$ cat config.mk
export PLATFORM = sky130hd
export DESIGN_NAME = dual_mode_fifo
export DESIGN_NICKNAME = d
export VERILOG_FILES = /design/src/rtl/dmf_pkg.sv /design/src/rtl/dmf_ctrl.sv /design/src/rtl/dmf_store.sv /design/src/rtl/dmf_status.sv /design/src/rtl/dual_mode_fifo.sv
export SDC_FILE = /design/constraint.sdc
export NUM_CORES = 1
export LEC_CHECK = 0
export BUFFER_PORTS_ARGS = -buffer_cell sky130_fd_sc_hd__buf_4
export CAP_MARGIN = 20
export CELL_PAD_IN_SITES_DETAIL_PLACEMENT = 0
export CELL_PAD_IN_SITES_GLOBAL_PLACEMENT = 1
export CORE_AREA = 2 2 142 89
export CTS_CLUSTER_DIAMETER = 150
export CTS_CLUSTER_SIZE = 10
export DETAILED_ROUTE_END_ITERATION = 10
export DIE_AREA = 0 0 144 91
export HOLD_SLACK_MARGIN = 0.12
export PLACE_DENSITY_LB_ADDON = 0.1
export RECOVER_POWER = 25
export SLEW_MARGIN = 10
export SYNTH_ARGS = -nofsm -noshare
export SYNTH_HDL_FRONTEND = slang
export SYNTH_SLANG_ARGS = --single-unit
$ cat constraint.sdc
create_clock -name clk -period 5.75 [get_ports clk]
set_input_delay 0.8625 -clock clk [delete_from_list [all_inputs] [get_ports clk]]
set_output_delay 0.8625 -clock clk [all_outputs]
set_load 0.02 [all_outputs]
$ cat src/rtl/dmf_pkg.sv
package dmf_pkg;
  localparam int LG_MIN    = 2;
  localparam int LG_MAX    = 10;
  localparam int STAT_W    = 16;
  localparam int FILL_LSB  = 2;
  localparam int FILL_W    = 10;
  localparam int DATA_W    = 8;

  function automatic int clamp_lg(input int req);
    if (req < LG_MIN) return LG_MIN;
    if (req > LG_MAX) return LG_MAX;
    return req;
  endfunction
endpackage

$ cat src/rtl/dmf_ctrl.sv
module dmf_ctrl #(
  parameter int LG    = 4,
  localparam int DEPTH = 1 << LG
) (
  input  logic          clk,
  input  logic          rst_n,
  input  logic          push,
  input  logic          pop,
  output logic          wr_en,
  output logic          rd_en,
  output logic [LG-1:0] wr_ptr,
  output logic [LG-1:0] rd_ptr,
  output logic [LG:0]   fill,
  output logic          err
);
  logic [LG-1:0] wr_ptr_nx, rd_ptr_nx;
  logic [LG:0]   fill_nx;
  logic          err_nx, empty, full;

  always_comb begin
    empty     = (fill == '0);
    full      = (fill == (LG+1)'(DEPTH));
    rd_en     = pop && !empty;
    wr_en     = push && (!full || rd_en);
    err_nx    = (pop && empty) || (push && full && !rd_en);
    wr_ptr_nx = wr_en ? wr_ptr + 1'b1 : wr_ptr;
    rd_ptr_nx = rd_en ? rd_ptr + 1'b1 : rd_ptr;
    fill_nx   = fill;
    if (wr_en && !rd_en) fill_nx = fill + 1'b1;
    if (rd_en && !wr_en) fill_nx = fill - 1'b1;
  end

  always_ff @(posedge clk or negedge rst_n) begin
    if (!rst_n) begin
      wr_ptr <= '0;
      rd_ptr <= '0;
      fill   <= '0;
      err    <= 1'b0;
    end else begin
      wr_ptr <= wr_ptr_nx;
      rd_ptr <= rd_ptr_nx;
      fill   <= fill_nx;
      err    <= err_nx;
    end
  end
endmodule

$ cat src/rtl/dmf_store.sv
module dmf_store #(
  parameter int LG     = 4,
  parameter int DATA_W = 8,
  localparam int DEPTH = 1 << LG
) (
  input  logic              clk,
  input  logic              rst_n,
  input  logic              wr_en,
  input  logic [LG-1:0]     wr_ptr,
  input  logic [DATA_W-1:0] wr_data,
  input  logic              rd_en,
  input  logic [LG-1:0]     rd_ptr,
  output logic [DATA_W-1:0] rd_data
);
  logic [DATA_W-1:0] mem [DEPTH];
  logic [DATA_W-1:0] rd_data_nx;

  always_ff @(posedge clk) begin
    if (wr_en) mem[wr_ptr] <= wr_data;
  end

  always_comb rd_data_nx = rd_en ? mem[rd_ptr] : rd_data;

  always_ff @(posedge clk or negedge rst_n) begin
    if (!rst_n) rd_data <= '0;
    else        rd_data <= rd_data_nx;
  end
endmodule

$ cat src/rtl/dmf_status.sv
module dmf_status #(
  parameter int LG      = 4,
  parameter bit RX_MODE = 1'b1,
  localparam int DEPTH  = 1 << LG
) (
  input  logic [LG:0]  fill,
  output logic [15:0]  status
);
  import dmf_pkg::*;
  logic [10:0]       fill_ext;
  logic [FILL_W-1:0] fill_sat;
  logic              irq0, irq1;

  always_comb begin
    fill_ext = 11'(fill);
    fill_sat = (fill_ext > 11'd1023) ? '1 : fill_ext[FILL_W-1:0];
  end

  generate
    if (RX_MODE) begin : g_rx
      always_comb begin
        irq0 = (fill != '0);
        irq1 = (fill > (LG+1)'(DEPTH/2));
      end
    end else begin : g_tx
      always_comb begin
        irq0 = (fill != (LG+1)'(DEPTH));
        irq1 = (fill < (LG+1)'(DEPTH/2));
      end
    end
  endgenerate

  always_comb status = {4'(LG), fill_sat, irq1, irq0};
endmodule

$ cat src/rtl/dual_mode_fifo.sv
module dual_mode_fifo #(
  parameter int LG_REQ  = 4,
  parameter bit RX_MODE = 1'b1
) (
  input  logic        clk,
  input  logic        rst_n,
  input  logic        push,
  input  logic [7:0]  push_data,
  input  logic        pop,
  output logic [7:0]  pop_data,
  output logic        not_empty,
  output logic [15:0] status,
  output logic        err
);
  localparam int LG    = dmf_pkg::clamp_lg(LG_REQ);
  localparam int DEPTH = 1 << LG;

  logic          wr_en, rd_en;
  logic [LG-1:0] wr_ptr, rd_ptr;
  logic [LG:0]   fill;

  dmf_ctrl #(.LG(LG)) u_ctrl (
    .clk(clk), .rst_n(rst_n), .push(push), .pop(pop),
    .wr_en(wr_en), .rd_en(rd_en), .wr_ptr(wr_ptr), .rd_ptr(rd_ptr),
    .fill(fill), .err(err)
  );

  dmf_store #(.LG(LG), .DATA_W(dmf_pkg::DATA_W)) u_store (
    .clk(clk), .rst_n(rst_n), .wr_en(wr_en), .wr_ptr(wr_ptr),
    .wr_data(push_data), .rd_en(rd_en), .rd_ptr(rd_ptr), .rd_data(pop_data)
  );

  dmf_status #(.LG(LG), .RX_MODE(RX_MODE)) u_stat (
    .fill(fill), .status(status)
  );

  always_comb not_empty = (fill != '0);
endmodule

; ---- Word-level counts from Yosys, hierarchy flattened
; Memories as Yosys holds them, arrays and structs flattened. A register that Yosys moved wholly into a read port is not among the register bits.
; Cells that the tools add are included.
[word_totals]
in_bits = 12
out_inout_bits = 26
register_bits = 14
mem_bits_rw = 128
memories = 1
word_cells = 32
[memory_table]
columns = name, depth, width, rd, rd_clocked_by_memory_dff, wr, line
row1 = u_store.mem, 16, 8, 1, 1, 1, dmf_store.sv:15  ; logic [DATA_W-1:0] mem [DEPTH];
[classes]
eq_ne = 1
mux = 4
reduce_logical = 17
addsub = 4
n_lt_le_gt_ge = 1
[ops]
columns = cell, n
row1 = 5-bit 2-to-1 mux, 2
row2 = 4-bit by 1-bit adder with 4-bit output (second input constant), 2
row3 = 1-bit logical AND, 7
row4 = 5-bit by 1-bit adder with 5-bit output (second input constant), 1
row5 = 5-bit == test (second input constant), 1
row6 = 5-bit by 4-bit > comparator with 1-bit output (second input constant), 1
row7 = 1-bit logical NOT, 5
row8 = 5-bit logical NOT, 1
row9 = 5-bit nonzero test, 1
row10 = 5-bit by 1-bit subtractor with 5-bit output (second input constant), 1
row11 = 1-bit logical OR, 2
row12 = 1-bit 2-to-1 mux, 2
row13 = 2-bit nonzero test, 1

; ---- Logic depth before layout (Yosys ltp)
[depth]
word_depth = 8
mapped_depth = 11
mapped_depth_nobuf = 9

; ---- Hierarchy
; Synthesis repeated with hierarchy kept, for this count alone.
[hier_totals]
cells_unflattened = 333
area_unflattened_um2 = 6261.0
[by_module_without_submodules]
columns = module, area_per_inst_um2, cells_each, seq_area_each_um2, n_inst
row1 = dmf_store, 5331.4, 240, 4043.9, 1
row2 = dmf_ctrl, 760.7, 67, 350.3, 1
row3 = dmf_status, 156.4, 23, 0.0, 1
row4 = dual_mode_fifo, 12.5, 3, 0.0, 1

; ---- Least setup slack after synthesis
; OpenSTA, ideal clock, no wires.
[synth_path]
kind = register -> register
startpoint = register u_ctrl.fill[1]
endpoint = register u_ctrl.fill[4]
path_stages_with_launch = 11
path_slack_ps = 3056
period_less_slack_ps = 2694
t_arrival_ps = 2573
required_time_ps = 5630
setup_time_ps = 120
path_buffers = 2
cell_sequence = dfrtp_1 -> or4_4 -> buf_6 -> o21a_1 -> buf_4 -> nand2_1 -> xnor2_1 -> ha_1 -> nor4b_1 -> nand2_1 -> a31o_2
[synth_between]
elab_chain_len = 8
word_cells_on_any_way = 16
cone_classes = 2 x add/sub / 1 x eq/ne / 2 x mux / 11 x reduce/logical
[synth_lines]
columns = item, line
row1 = from (decl), dmf_ctrl.sv:13  ; output logic [LG:0] fill,
row2 = from (signal assigned), dmf_ctrl.sv:42  ; fill <= fill_nx;
row3 = branches (longest 8 deep; another with 5-bit by 1-bit adder with 5-bit output), --
; Parallel ways; which one is timed is not known. The select of a mux whose other input is x is not followed.
; A chain may end at the register's enable or synchronous reset.

; ---- Final worst setup path
; Ends and elaborated chain as after synthesis.

==> impl_metrics.yaml <==
outcome:
  status: "completed"
clocking:
  root_buffer: "clkbuf_16"
  clock-sinks: 150
  clkTransAtPathRegs_ps: 60
  ctsResizeCount: 0
  cts_buffer_depth: 2
  cts_tree: "yes"
  cts_buffers: 17
  hold_buffers: 0
  insertion_delay_ps: 420
  post_cts_buffers: 0
  htreeDepth: 4
critical_path:
  path_class: "register to register"
  cp_top_family: "simple AND/OR/NAND/NOR gates"
  critPathArrivalTime_ps: 3360
  r2r_start: "u_ctrl.fill[1]"
  r2r_setup_slack_ps: 2750
  r2r-end: "u_ctrl.fill[4]"
  crit_required_ps: 6110
  startpoint_type: "register"
  cpPeakStageDelay_ps: 660
  r2r_cells: 9
  cp_max_fo: 20
  crit_chain: "or4_4, o21a_1, nand2_1, xnor2_1, ha_1, nor4b_1, nand3_1, a21oi_1, a31o_2"
  cp-end-kind: "register"
  cp_slowest_cell: "or4_4"
  path_buf_inv: 0
layout:
  final_common_cell: "edfxtp_1"
  diodes: 0
  mostFrequentLayoutCells: "edfxtp_1, mux4_2, buf_4"
  drive_gt1_frac: 0.276
  area_delta_synth_final_pct: 14.5
  fin_area_um2: 7020
  nets: 385
  utilization: 0.597
timing:
  maxSlewViolCount: 0
  maxSlewHeadroom: 0.0233
  grt_setup_unrepaired: "false"
  setup_viol: 0
  hold_viol: 0
  fin_hold_ws_ps: 551
  max_freq_mhz: 333
  clock_skew_ps: 11.7
  worst_pin_slew_ps: 1470
  setup_ws_ps: 2750
  min_period_ps: 3000
  setup_tns_ps: 0
  timing.final.crit_share: 0.522
global_routing:
  first_global_vias: 3160
  grt_antenna_before_repair: 0
  grt_util_all_layers: 0.199
  grt-ovfl-total: 0
  grt_max_degree: 36
  grt_pass1_wl_um: 18400
routing:
  wl_per_cell_um: 21.8
  drc: 0
  drt-total-wl_um: 11900
  vias: 3089
  ant_nets: 0
  drtIter0Drc: 253
  via_per_inst: 5.67
  firstDrtPassIters: 5
logic_synthesis:
  synth_top_area_share: 0.627
  async_flop_share: 0.147
  synth_ff_type: "edfxtp_1"
  synth_edf_count: 128
  avgSynthCellArea_um2: 18.2
  synth.area.top_cells: "edfxtp_1, mux4_2, dfrtp_1, buf_4, mux2_2"
  postSynthCellCount: 337
  synth_cell_types: 38
  seq_area_frac_synth: 0.717
  yosysWarnings: 0
  netlist_area_um2: 6130
  synth_seq_cells: 150
  synth_top_cell_by_area: "edfxtp_1"
worst_hold_path:
  whs_path_depth: 1
  worstHoldPathType: "register to register"
  worst_hold_path.endpoint: "u_ctrl.fill[2]"
  hold_start: "u_ctrl.fill[2]"
pwr:
  p_seq_frac: 0.413
  intPower_w: 0.00251
  p_clk_frac: 0.306
  power_frac_comb: 0.281
  p_sw_frac: 0.305
  switchingPower_w: 0.00110
  powerDensity_nw_per_um2: 513
  p_leak_nw: 2.40
  vdd_drop_max_mv: 0.263
floorplan:
  die_area_um2: 13100
  die_y_um: 91
  start_util: 0.521
  rows: 31
  core_region_area_um2: 11800
  die_w_um: 144
  pin_count: 38
place:
  pre_cts_slack_ps: 2680
  io_buffer_count: 28
  post_dp_cell_area_um2: 6450
  dp_hpwl_um: 7570
  routabilityCongestion: 0.817
flow_run:
  cap_viol_max_count: 0
[cell families after synthesis]
| group | count (synthesis) | synth area share |
|---|---|---|
| xor+xnor | 10 | 0.0143 |
| fa+ha+maj | 6 | 0.0122 |
| flops | 150 | 0.717 |
| buf+inv | 39 | 0.0343 |
| simple gates | 47 | 0.0408 |
| other cells | 2 | 0.00123 |
| compound gates | 40 | 0.0427 |
| mux | 43 | 0.137 |
[per-stage QoR]
step           power [W]  std cells
4_1_cts          0.00364        545
5_1_grt          0.00378        545
6_report         0.00360        545
2_1_floorplan    0.00223        344
3_5_place_dp     0.00254        513
3_3_place_gp     0.00253        512
[synthesized netlist by cell type, types with 7 or more instances]
| library cell | number |
|---|---|
| mux2_2 | 9 |
| nor2_1 | 7 |
| edfxtp_1 | 128 |
| buf_4 | 14 |
| mux4_2 | 32 |
| nand2_1 | 12 |
| a21oi_1 | 11 |
| dfrtp_1 | 22 |
| inv_1 | 9 |
| o22ai_1 | 16 |
| clkbuf_1 | 10 |
| and3_1 | 8 |
| xnor2_1 | 9 |
[layer usage]
metal,vias up,part of all wire,GRT usage
met1,1591,0.50,0.317
li1,1385,-,-
met5,-,0,0
met2,102,0.44,0.274
met3,11,0.059,0.0427
met4,0,0.0092,0.0645
[worst register-to-register path: stages (launching register included)]
cell and delay [ps]:
dfrtp_1 470, or4_4 660, o21a_1 480, nand2_1 200
xnor2_1 80, ha_1 220, nor4b_1 440, nand3_1 130
a21oi_1 150, a31o_2 110
[area by class of cell]
type,count,area (um^2)
fillers,879,4730
flip-flops and latches,150,4400
multi-input cells,155,1560
clock buffers,19,433
repair buffers,34,229
well taps,165,206
clock inverters,13,159
inverters,9,33.8
[sequential cells by signal, summed over array words and instances, names as in the netlist]
signal / flops
u_ctrl.err: 1
u_ctrl.fill: 5
u_ctrl.rd_ptr: 4
u_ctrl.wr_ptr: 4
u_store.mem: 128
u_store.rd_data: 8
[how the worst max path moves through the flow]
stage	cells past startpoint	slack [ps]	startpoint	endpoint
6_report	9	2750	u_ctrl.fill[1]	u_ctrl.fill[4]
5_1_grt	9	2500	u_ctrl.fill[1]	u_ctrl.fill[4]
4_1_cts	9	2750	u_ctrl.fill[1]	u_ctrl.fill[4]
3_5_place_dp	8	2680	pop	u_ctrl.fill[4]
3_3_place_gp	9	2690	pop	u_ctrl.fill[4]
2_1_floorplan	10	3060	u_ctrl.fill[1]	u_ctrl.fill[4]
[power groups by stage]
stage	Clock (W)	Combinational, W	Sequential [W]
global route	0.00117	0.00110	0.00151
CTS	0.00112	0.00103	0.00149
global placement	0	0.00103	0.00150
floorplan	0	0.000742	0.00149
detailed placement	0	0.00103	0.00151
finish	0.00110	0.00101	0.00149
Note: power is estimated with default switching activity, not from simulation.
